## src/rtl/pwm_ctl_pkg.sv

```systemverilog
package pwm_ctl_pkg;
    // Bit positions inside one channel's control field
    localparam int FLD_W      = 4;
    localparam int FLD_RUN    = 0;
    localparam int FLD_OEB    = 1;
    localparam int FLD_FORCE  = 2;
    localparam int FLD_OD     = 3;
    // Word indices (byte offset / 4)
    localparam int W_CTRL     = 0;
    localparam int W_SEL      = 1;
    localparam int W_CW_BASE  = 2;   // upper byte; lower at +1; stride 2 per channel
    localparam int BYTE_W     = 8;
    localparam int DATA_W     = 32;
endpackage

```

## src/rtl/pwm_reg_bank.sv

```systemverilog
module pwm_reg_bank
    import pwm_ctl_pkg::*;
#(
    parameter int NCH = 2,
    parameter int AW  = 8
) (
    input  logic                    clk,
    input  logic                    rst_n,
    input  logic [AW-1:0]           addr,
    input  logic                    wr_en,
    input  logic                    rd_en,
    input  logic [DATA_W-1:0]       wdata,
    output logic [DATA_W-1:0]       rdata_o,
    output logic [FLD_W*NCH-1:0]    ctrl_o,
    output logic [NCH-1:0]          sel_o,
    output logic [2*BYTE_W*NCH-1:0] cword_o,
    output logic [BYTE_W*NCH-1:0]   on_o,
    output logic [BYTE_W*NCH-1:0]   per_o
);
    localparam int CW_W   = FLD_W * NCH;
    localparam int WI_W   = AW - 2;
    localparam int W_ON_B = W_CW_BASE + 2 * NCH;  // on-time; period at +1

    typedef struct packed {
        logic [CW_W-1:0]                 ctrl;
        logic [NCH-1:0]                  sel;
        logic [NCH-1:0][BYTE_W-1:0]      cw_hi;
        logic [NCH-1:0][BYTE_W-1:0]      cw_lo;
        logic [NCH-1:0][BYTE_W-1:0]      on_t;
        logic [NCH-1:0][BYTE_W-1:0]      per;
        logic [DATA_W-1:0]               rdata;
    } bank_t;

    function automatic logic [CW_W-1:0] ctrl_reset();
        logic [CW_W-1:0] v;
        v = '0;
        for (int c = 0; c < NCH; c++) v[FLD_W*c + FLD_OEB] = 1'b1;
        return v;
    endfunction

    bank_t st_d, st_q;
    logic [WI_W-1:0] word;
    logic            aligned;
    logic [DATA_W-1:0] rd_val;

    assign word    = addr[AW-1:2];
    assign aligned = (addr[1:0] == 2'b00);

    always_comb begin
        st_d   = st_q;
        rd_val = '0;
        if (aligned) begin
            if (word == WI_W'(W_CTRL)) rd_val[CW_W-1:0] = st_q.ctrl;
            if (word == WI_W'(W_SEL))
                for (int c = 0; c < NCH; c++) rd_val[FLD_W*c] = st_q.sel[c];
            for (int c = 0; c < NCH; c++) begin
                if (word == WI_W'(W_CW_BASE + 2*c))     rd_val[BYTE_W-1:0] = st_q.cw_hi[c];
                if (word == WI_W'(W_CW_BASE + 2*c + 1)) rd_val[BYTE_W-1:0] = st_q.cw_lo[c];
                if (word == WI_W'(W_ON_B + 2*c))        rd_val[BYTE_W-1:0] = st_q.on_t[c];
                if (word == WI_W'(W_ON_B + 2*c + 1))    rd_val[BYTE_W-1:0] = st_q.per[c];
            end
        end
        if (wr_en && aligned) begin
            if (word == WI_W'(W_CTRL)) st_d.ctrl = wdata[CW_W-1:0];
            if (word == WI_W'(W_SEL))
                for (int c = 0; c < NCH; c++) st_d.sel[c] = wdata[FLD_W*c];
            for (int c = 0; c < NCH; c++) begin
                if (word == WI_W'(W_CW_BASE + 2*c))     st_d.cw_hi[c] = wdata[BYTE_W-1:0];
                if (word == WI_W'(W_CW_BASE + 2*c + 1)) st_d.cw_lo[c] = wdata[BYTE_W-1:0];
                if (word == WI_W'(W_ON_B + 2*c))        st_d.on_t[c]  = wdata[BYTE_W-1:0];
                if (word == WI_W'(W_ON_B + 2*c + 1))    st_d.per[c]   = wdata[BYTE_W-1:0];
            end
        end
        if (rd_en) st_d.rdata = rd_val;
    end

    always_ff @(posedge clk or negedge rst_n) begin
        if (!rst_n) begin
            st_q      <= '0;
            st_q.ctrl <= ctrl_reset();
        end else begin
            st_q <= st_d;
        end
    end

    always_comb begin
        for (int c = 0; c < NCH; c++) begin
            cword_o[2*BYTE_W*c +: 2*BYTE_W] = {st_q.cw_hi[c], st_q.cw_lo[c]};
            on_o[BYTE_W*c +: BYTE_W]        = st_q.on_t[c];
            per_o[BYTE_W*c +: BYTE_W]       = st_q.per[c];
        end
    end
    assign ctrl_o  = st_q.ctrl;
    assign sel_o   = st_q.sel;
    assign rdata_o = st_q.rdata;


    ctrl_wr_chk: assert property (@(posedge clk) disable iff (!rst_n)
        (wr_en && addr == AW'(0)) |=> (ctrl_o == $past(wdata[CW_W-1:0])));

    misaligned_wr_chk: assert property (@(posedge clk) disable iff (!rst_n)
        (wr_en && addr[1:0] != 2'b00) |=>
            $stable({st_q.ctrl, st_q.sel, st_q.cw_hi, st_q.cw_lo, st_q.on_t, st_q.per}));

    rdata_hold_chk: assert property (@(posedge clk) disable iff (!rst_n)
        !rd_en |=> $stable(rdata_o));
endmodule

```

## src/rtl/pwm_pad_lane.sv

```systemverilog
module pwm_pad_lane
    import pwm_ctl_pkg::*;
(
    input  logic             clk,
    input  logic             rst_n,
    input  logic [FLD_W-1:0] fld,
    input  logic             sel_const,
    input  logic             var_wave,
    input  logic             const_wave,
    output logic             pad_out,
    output logic             pad_oe
);
    logic level;
    logic oeb, force_hi, od;

    assign oeb      = fld[FLD_OEB];
    assign force_hi = fld[FLD_FORCE];
    assign od       = fld[FLD_OD];

    always_comb begin
        level = force_hi ? 1'b1 : (sel_const ? const_wave : var_wave);
        if (oeb) begin
            pad_out = 1'b0;
            pad_oe  = 1'b0;
        end else if (od) begin
            pad_out = 1'b0;
            pad_oe  = ~level;
        end else begin
            pad_out = level;
            pad_oe  = 1'b1;
        end
    end


    oeb_release_chk: assert property (@(posedge clk) disable iff (!rst_n)
        oeb |-> !pad_oe);

    od_low_only_chk: assert property (@(posedge clk) disable iff (!rst_n)
        (od && !oeb) |-> (!pad_out && (pad_oe != force_hi || !pad_oe)));

    force_drive_chk: assert property (@(posedge clk) disable iff (!rst_n)
        (force_hi && !oeb && !od) |-> (pad_out && pad_oe));

    pp_enabled_chk: assert property (@(posedge clk) disable iff (!rst_n)
        (!oeb && !od) |-> pad_oe);
endmodule

```

## src/rtl/pwm_ctl_top.sv

```systemverilog
module pwm_ctl_top
    import pwm_ctl_pkg::*;
#(
    parameter int NCH = 2,
    parameter int AW  = 8
) (
    input  logic                    clk,
    input  logic                    rst_n,
    input  logic [AW-1:0]           bus_addr,
    input  logic                    bus_wr,
    input  logic                    bus_rd,
    input  logic [DATA_W-1:0]       bus_wdata,
    output logic [DATA_W-1:0]       bus_rdata,
    input  logic [NCH-1:0]          var_wave_i,
    input  logic [NCH-1:0]          const_wave_i,
    output logic [NCH-1:0]          run_o,
    output logic [2*BYTE_W*NCH-1:0] cword_o,
    output logic [BYTE_W*NCH-1:0]   on_time_o,
    output logic [BYTE_W*NCH-1:0]   period_o,
    output logic [NCH-1:0]          pad_out_o,
    output logic [NCH-1:0]          pad_oe_o
);
    localparam int CW_W = FLD_W * NCH;

    logic [CW_W-1:0] ctrl;
    logic [NCH-1:0]  sel;

    pwm_reg_bank #(.NCH(NCH), .AW(AW)) u_bank (
        .clk     (clk),
        .rst_n   (rst_n),
        .addr    (bus_addr),
        .wr_en   (bus_wr),
        .rd_en   (bus_rd),
        .wdata   (bus_wdata),
        .rdata_o (bus_rdata),
        .ctrl_o  (ctrl),
        .sel_o   (sel),
        .cword_o (cword_o),
        .on_o    (on_time_o),
        .per_o   (period_o)
    );

    for (genvar c = 0; c < NCH; c++) begin : g_lane
        assign run_o[c] = ctrl[FLD_W*c + FLD_RUN];
        pwm_pad_lane u_lane (
            .clk        (clk),
            .rst_n      (rst_n),
            .fld        (ctrl[FLD_W*c +: FLD_W]),
            .sel_const  (sel[c]),
            .var_wave   (var_wave_i[c]),
            .const_wave (const_wave_i[c]),
            .pad_out    (pad_out_o[c]),
            .pad_oe     (pad_oe_o[c])
        );
    end
endmodule

```

## config.mk

```make
export PLATFORM = sky130hd
export DESIGN_NAME = pwm_ctl_top
export DESIGN_NICKNAME = d
export VERILOG_FILES = /design/src/rtl/pwm_ctl_pkg.sv /design/src/rtl/pwm_reg_bank.sv /design/src/rtl/pwm_pad_lane.sv /design/src/rtl/pwm_ctl_top.sv
export SDC_FILE = /design/constraint.sdc
export NUM_CORES = 1
export LEC_CHECK = 0
export ABC_AREA = 0
export BUFFER_PORTS_ARGS = -buffer_cell sky130_fd_sc_hd__buf_2
export CORE_ASPECT_RATIO = 1.4
export CORE_MARGIN = 5
export CORE_UTILIZATION = 54
export DETAILED_ROUTE_END_ITERATION = 6
export PLACE_DENSITY = 0.91
export SLEW_MARGIN = 25
export SYNTH_ARGS = -nofsm -noshare
export SYNTH_HDL_FRONTEND = slang
export SYNTH_SLANG_ARGS = --single-unit
```

## constraint.sdc

```tcl
create_clock -name clk -period 2.52 [get_ports clk]
set_input_delay 0.252 -clock clk [delete_from_list [all_inputs] [get_ports clk]]
set_output_delay 0.252 -clock clk [all_outputs]
set_load 0.01 [all_outputs]
```

## Word level (Yosys, flattened, before mapping)

Cells that the tools add are included.

| operators by class | value |
|---|---|
| eq/ne operators | 9 |
| multiplexer cells | 24 |
| bitwise gates (word level) | 2 |
| reduce and logical (&&, ||, !) cells | 13 |

Operator list:

| operator | number |
|---|---|
| $mux W8 | 10 |
| $eq A6 B3 Y1 const B | 4 |
| $reduce_and A2 Y1 | 10 |
| $mux W1 | 14 |
| $eq A6 B2 Y1 const B | 2 |
| $eq A6 B4 Y1 const B | 2 |
| $eq A6 B1 Y1 const B | 1 |
| $logic_not A6 Y1 | 1 |
| $logic_not A2 Y1 | 1 |
| $not A1 Y1 | 2 |
| $logic_and A1 B1 Y1 | 1 |

| word-level totals | value |
|---|---|
| register bits | 82 |
| input port bits | 48 |
| logic and storage cells | 59 |

## Depth between registers and ports, before layout

Gate-level depths: netlist (run 1).

| logic depth | value |
|---|---|
| word-level depth | 12 |
| gate-level depth with buffers | 7 |
| depth with buffers taken out | 5 |

## By module

A second synthesis (run 1) with hierarchy kept.

| unflattened totals | value |
|---|---|
| cells, all modules | 323 |
| area total of the unflattened synthesis | 4161.5 um2 |

Modules (own cells, without submodules):

| module | instances | cells an instance | area each (um2) |
|---|---|---|---|
| pwm_reg_bank | 1 | 315 | 4073.9 |
| pwm_pad_lane | 2 | 4 | 43.8 |

## Worst setup path before layout (run 1)

OpenSTA, ideal clock, no wires.

| timing path | value |
|---|---|
| path kind | input port to flip-flop |
| from | input port bus_addr[2] |
| to | register u_bank.st_q, in the netlist u_bank.cword_o[24] |
| arrival | 1479 ps |
| required time | 2395 ps |
| slack | 917 ps |
| stages on the path | 5 |
| path buffers | 2 |
| path through | buf_2 -> buf_2 -> nor2_1 -> nand3_1 -> mux2_2 |

| on the way | value |
|---|---|
| word-level cells in the longest chain between the ends | 2 |

RTL lines:

| what | RTL line | text |
|---|---|---|
| start, declared | pwm_ctl_top.sv:9 | `input logic [AW-1:0] bus_addr,` |
| $eq A6 B3 Y1 | pwm_reg_bank.sv:68 | `if (word == WI_W'(W_CW_BASE + 2*c)) st_d.cw_hi[c] = wdata[BYTE_W-1:0];` |
| $reduce_and A2 Y1 (no line) | -- |  |
| end signal, assigned | pwm_reg_bank.sv:82 | `st_q <= st_d;` |
| end, declared | pwm_reg_bank.sv:41 | `bank_t st_d, st_q;` |

No other way between the ends.
A chain may end at the register's enable or synchronous reset.

## Worst setup path in the final report (run 1)

| timing path | value |
|---|---|
| from | register u_bank.st_q, in the netlist u_bank.sel_o[0] |
| to | output port pad_out_o[0] |

| on the way | value |
|---|---|
| word-level cells in the longest chain between the ends | 4 |

RTL lines:

| what | RTL line | text |
|---|---|---|
| $mux W1 (2 in a row) | pwm_pad_lane.sv:21 | `level = force_hi ? 1'b1 : (sel_const ? const_wave : var_wave);` |
| $mux W1 | pwm_pad_lane.sv:25 | `end else if (od) begin` |
| $mux W1 | pwm_pad_lane.sv:22 | `if (oeb) begin` |
| end, declared | pwm_ctl_top.sv:20 | `output logic [NCH-1:0] pad_out_o,` |

No other way between the ends.

==> out/qor.yml, run 1 <==
dr_total_vias: 2983
ant_nets: 0
setup-tns-final_ns: 0
syn_inst: 318
insertion_delay_ns: 0.35
fmaxAchievable_ghz: 0.570
slowest_delay_ns: 0.41
synth-seq-cells: 82
dieHeight_um: 113
yosys.area_share.simple_pct: 7.98
die_w_um: 83.6
grt_pass1_wl_um: 16100
violations: "hold timing"
crit_chain: "nor2b_1 -> a211o_1 -> nor3b_1 -> buf_2"
ios: 150
clock-root-buffer: "clkbuf_8"
powerDensity_nw_per_um2: 532
setup_viol: 0
firstDrtPassIters: 4
drtIter0Drc: 198
whs_ns: -0.0724
ctsHoldBuffers: 0
dieArea_um2: 9450
synth_warnings: 0
cts_sinks: 82
slew_viol_final: 0
finClkSkew_ns: 0.00635
num-nets-final: 465
start_util_pct: 55.6
remaining_drc_errors: 0
diodes: 0
fin_crit_sh_pct: 69.6
first_global_vias: 3092
setup_ws_ns: 0.766
crit_type: "register to primary output"
syn_area_per_cell_um2: 12.9
crit_family: "flip-flops"
track_usage_pct: 21.8
antenna_found_initial: 0
outcome: "complete, but fails checks"
cts.repair.resized: 0
clock_path_buffers: 2
peakVddDrop_mv: 0.352
port_buffers: 101
wl_per_cell_um: 19.6
placed_area_um2: 4580
netlist_area_um2: 4090
place_hpwl_um: 7820
synthToLayoutAreaGrowth_pct: 15.4
synth_fa_ha_area_share_pct: 0
grt-ovfl-total: 0
slew_headroom_pct: 51.6
num_rows: 37
post-route-min-period_ns: 1.75
hold_viol: 80
maxCapViolCount: 0
ys_seq_area_share_pct: 50.2
p_leak_nw: 2.50
synth.distinct_cells: 43
coreArea_um2: 7360
hold_class: "input pin to asynchronous set/reset pin"
synth_xor_area_share_pct: 0
setup.worst_path.start_class: "register"
ys.flop_type: "dfrtp_1"
worst_pin_slew_ns: 0.726
layout-drive-gt1-share_pct: 51.1
cp.arrival_ns: 1.50
cp.required_ns: 2.27
postCtsSetupBuffers: 0
drt_wl_total_um: 10100
synthMuxAreaShare_pct: 25.3
synth_top_family_by_area: "multiplexers"
cts_max_level: 3
fin_util_pct: 64.2
synth-compound-area-share_pct: 8.99
synth_edf_count: 0
clk_pin_slew_ns: 0.07
post-place-ws_ns: 0.517
end_kind: "primary output"
cts_tree: "built"
vias_per_cell: 5.78
stdcell_area_um2: 4730
path_buf_inv: 1
cp_max_fo: 4
grt_start_max_net_pins: 83
crit_slowest_cell: "dfrtp_1"
final_common_cell: "buf_2"
rsz0062_at_grt: "false"
async_reset_ff_share_pct: 100
numCtsBuffers: 9
layout_common_cells: "buf_2, dfrtp_1, mux2_2"
routabilityCongestion: 0.847
metal layers:
layer	track usage [%]	vias up	wire, um
li1	-	1337	-
met1	24.4	1507	3840
met5	0	-	0
met4	9.33	0	263
met2	39.0	119	5320
met3	5.83	20	708
sequential cells by signal, indices dropped and copies added (netlist names):
| signal | cells |
|---|---|
| u_bank.cword_o | 32 |
| u_bank.on_o | 16 |
| u_bank.rdata_o | 8 |
| u_bank.per_o | 16 |
| u_bank.ctrl_o | 8 |
| u_bank.sel_o | 2 |
where the power goes:
| part | switching (W) | leakage, nW | total, W | internal (W) |
|---|---|---|---|---|
| sequential | 0.0000464 | 1.12 | 0.00142 | 0.00137 |
| combinational | 0.000192 | 1.30 | 0.000327 | 0.000135 |
| clock | 0.000424 | 0.0722 | 0.000765 | 0.000341 |
| total | 0.000662 | 2.50 | 0.00251 | 0.00185 |
through the flow:
stage | total power [W] | instances
after floorplan | 0.00165 | 341
after global placement | 0.00176 | 503
after detailed placement | 0.00177 | 503
after CTS | 0.00252 | 516
after global routing | 0.00260 | 516
final | 0.00251 | 516
worst paths after layout:
path,startpoint,end,slack [ns],cells after the start
setup / recovery,u_bank.sel_o[0]$_DFFE_PN0P_,pad_out_o[0],0.77,4
hold / removal,rst_n,u_bank.cword_o[12]$_DFFE_PN0P_,-0.07,1
setup reg to reg,u_bank.cword_o[16]$_DFFE_PN0P_,u_bank.rdata_o[0]$_DFFE_PN0P_,1.07,3
hold reg to reg,u_bank.rdata_o[3]$_DFFE_PN0P_,u_bank.rdata_o[3]$_DFFE_PN0P_,0.50,2
max in group asynchronous,rst_n,u_bank.cword_o[11]$_DFFE_PN0P_,2.09,1
min in group clk,bus_rd,u_bank.rdata_o[5]$_DFFE_PN0P_,0.16,2
area by class of cell:
type	instances	area (um^2)
Clock buffer	12	135
Sequential cell	82	2050
Clock inverter	1	5.00
Inverter	3	11.3
Tap cell	97	121
Multi-Input combinational cell	213	1830
Timing Repair Buffer	108	564
Fill cell	578	2640
logic make-up after synthesis:
| kind of cell | after synthesis |
|---|---|
| AOI/OAI and AO/OA | 50 |
| DFF | 82 |
| and+or+nand+nor | 50 |
| other | 1 |
| buffers and inverters | 46 |
| muxes | 89 |
cell usage after synthesis, drive strengths merged (2+ instances only):
cell type | number | share of area, %
nor2 | 8 | 1.0
nor4b | 2 | 0.43
a22o | 4 | 0.86
dfstp | 2 | 1.3
nand2b | 3 | 0.46
nor2b | 6 | 0.92
mux2 | 77 | 21
o21ai | 8 | 0.98
a22oi | 6 | 1.1
mux4 | 4 | 2.2
inv | 2 | 0.18
mux2i | 8 | 2.0
nor3b | 4 | 0.73
or4b | 2 | 0.67
a21oi | 8 | 0.98
nand2 | 10 | 1.2
nor3 | 5 | 0.89
a211o | 2 | 0.43
dfrtp | 80 | 49
o2bb2ai | 4 | 0.86
nand3 | 6 | 0.86
o221ai | 10 | 2.1
nand4 | 2 | 0.46
a221oi | 5 | 1.1
buf | 42 | 7.1
Note: power is estimated with default switching activity, not from simulation.
==> inputs of run 2 (changes only) <==
--- a/config.mk
+++ b/config.mk
@@ -9,9 +9,9 @@
 export BUFFER_PORTS_ARGS = -buffer_cell sky130_fd_sc_hd__buf_2
 export CORE_ASPECT_RATIO = 1.4
 export CORE_MARGIN = 5
-export CORE_UTILIZATION = 54
+export CORE_UTILIZATION = 50
 export DETAILED_ROUTE_END_ITERATION = 6
-export PLACE_DENSITY = 0.91
+export PLACE_DENSITY = 0.86
 export SLEW_MARGIN = 25
 export SYNTH_ARGS = -nofsm -noshare
 export SYNTH_HDL_FRONTEND = slang
==> constraint.sdc (replaced) <==
create_clock -name clk -period 1.7 [get_ports clk]
set_input_delay 0.17 -clock clk [delete_from_list [all_inputs] [get_ports clk]]
set_output_delay 0.17 -clock clk [all_outputs]
set_load 0.01 [all_outputs]
==> out/qor.yml, run 2 (same netlist as run 1, synthesis figures left out) <==
grt-ovfl-total: 0  # unchanged
vias_per_cell: 5.68  # -1.7%
worstHoldStart: "bus_rd"
cts_tree: "built"
placedCellCount: 531  # +5.6%
coreArea_um2: 8100  # +10%
antenna_found_initial: 0  # unchanged
grt_pass1_wl_um: 16300  # +1.5%
cts_max_level: 3  # unchanged
cp_max_fo: 4  # unchanged
drtIter0Drc: 133  # -33%
finClkSkew_ns: 0.00328  # -0.00307 ns
layout-drive-gt1-share_pct: 53.9  # +2.9 points
worstReg2RegEnd: "u_bank.rdata_o[4]$_DFFE_PN0P_"
place_hpwl_um: 8160  # +4.3%
wl_per_cell_um: 19.1  # -2.5%
hold_class: "input pin to register"
numCtsBuffers: 9  # unchanged
clock-root-buffer: "clkbuf_16"
routabilityCongestion: 0.862  # +1.8%
setup.worst_path.start_class: "register"
track_usage_pct: 21.2  # -0.67 points
final-instance-count-excl-fill: 547  # +6.0%
post-route-min-period_ns: 1.59
dieHeight_um: 117  # +3.6%
fmaxAchievable_ghz: 0.629
placed_area_um2: 4770  # +4.2%
largest_reg_flops: 32  # unchanged
final_common_cell: "buf_2"
end_kind: "primary output"
insertion_delay_ns: 0.34  # about the same
fin_crit_sh_pct: 93.5
cp.required_ns: 1.53  # -0.74 ns
holdPathEnd: "u_bank.rdata_o[5]$_DFFE_PN0P_"
clk_pin_slew_ns: 0.06  # about the same
layout_common_cells: "buf_2, dfrtp_1, mux2_2"
crit_chain: "nor2b_1 -> a211o_1 -> a21oi_2 -> buf_2"
hold_viol: 0  # -100%
die_w_um: 86.5  # +3.5%
crit_start: "u_bank.sel_o[0]$_DFFE_PN0P_"
clock_path_buffers: 2  # unchanged
reg2reg_setup_slack_ns: 0.23  # -0.84 ns
rr_worst_depth: 3  # unchanged
slowest_delay_ns: 0.39  # -0.02 ns
slew_viol_final: 0  # unchanged
cts_sinks: 82  # unchanged
stdcell_area_um2: 5060  # +7.1%
setup_viol: 0  # unchanged
worstReg2RegStart: "u_bank.per_o[4]$_DFFE_PN0P_"
maxCapViolCount: 0  # unchanged
grt_start_max_net_pins: 33  # -60%
diodes: 0  # unchanged
synthToLayoutAreaGrowth_pct: 23.6
crit_slowest_cell: "dfrtp_1"
start_util_pct: 50.5  # -5.1 points
holdPathStages: 2
drt_wl_total_um: 10500  # +3.4%
rsz0062_at_grt: "false"
crit_type: "register to primary output"
firstDrtPassIters: 4  # unchanged
first_global_vias: 3164  # +2.3%
dieArea_um2: 10100  # +7.1%
num_rows: 39  # +5.4%
remaining_drc_errors: 0  # unchanged
ant_nets: 0  # unchanged
outcome: "finished clean"
port_buffers: 101  # unchanged
p_leak_nw: 2.68  # +7.4%
ios: 150  # unchanged
cp.arrival_ns: 1.42  # -0.08 ns
num-nets-final: 489  # +5.2%
powerDensity_nw_per_um2: 868  # +63%
peakVddDrop_mv: 0.624  # +77%
dr_total_vias: 3107  # +4.2%
-- run 2: cell count changes in the layout (fill, tap and decap cells not counted), sizes merged --
cell	previous run	this run
clkbuf	12	15
dlygate4sd3	0	1
buf	108	131
clkinv	2	1
-- run 2: what timing repair did --
| action | in CTS | in global routing |
|---|---|---|
| hold endpoints to repair | 27 | 0 |
| setup buffers | 0 | 0 |
| hold buffers | 1 | 0 |
| resized for setup | 0 | 2 |
| endpoints found under the setup margin | 0 | 2 |
-- run 2: layout make-up --
type / instances / area (um^2)
fill: 627 / 3040
sequential: 82 / 2050
multi-input combinational: 213 / 1840
timing repair buffer: 132 / 756
clock buffer: 15 / 268
tap: 102 / 128
inverter: 3 / 11.3
-- run 2: critical path, delay by kind of cell (launching register included) --
kind,cells,cell delay [ns]
compound gates,2,0.48
buf+inv,1,0.15
flops,1,0.39
simple gates,1,0.07
-- run 2: how the worst max path moves through the flow --
stage	end	slack [ns]	cells after the start
final	pad_oe_o[0]	0.11	4
after global routing	pad_out_o[0]	0.0002	4
after CTS	pad_out_o[0]	0.02	4
after detailed placement	u_bank.ctrl_o[3]$_DFFE_PN0P_	-0.02	5
after global placement	u_bank.ctrl_o[4]$_DFFE_PN0P_	0.001	5
after floorplan	u_bank.cword_o[24]$_DFFE_PN0P_	0.18	5
-- run 2: report_power, final --
group | switching [W] | total [W] | leakage, nW | internal (W)
clock | 0.000700 | 0.00176 | 0.130 | 0.00106
sequential | 0.0000730 | 0.00211 | 1.12 | 0.00204
combinational | 0.000289 | 0.000513 | 1.43 | 0.000224
-- run 2: routing by layer --
| metal | global-route usage, % | wire (um) | up-vias |
|---|---|---|---|
| met1 | 24.3 | 3850 | 1562 |
| met4 | 12.2 | 391 | 0 |
| met3 | 5.25 | 763 | 28 |
| li1 | - | - | 1385 |
| met5 | 0 | 0 | - |
| met2 | 35.8 | 5470 | 132 |
-- run 2: stage by stage --
stage / setup TNS [ns] / hold WS, ns / utilization, % / setup WS [ns] / power, W
after floorplan: 0 / -0.126 / - / 0.179 / 0.00244
after global placement: 0 / 0.124 / 58.9 / 0.00107 / 0.00264
after detailed placement: -0.157 / 0.125 / 58.9 / -0.0236 / 0.00266
after CTS: 0 / 0.0892 / 62.4 / 0.0246 / 0.00442
after global routing: 0 / 0.120 / 62.5 / 0.000226 / 0.00456
final: 0 / 0.0959 / 62.5 / 0.110 / 0.00439
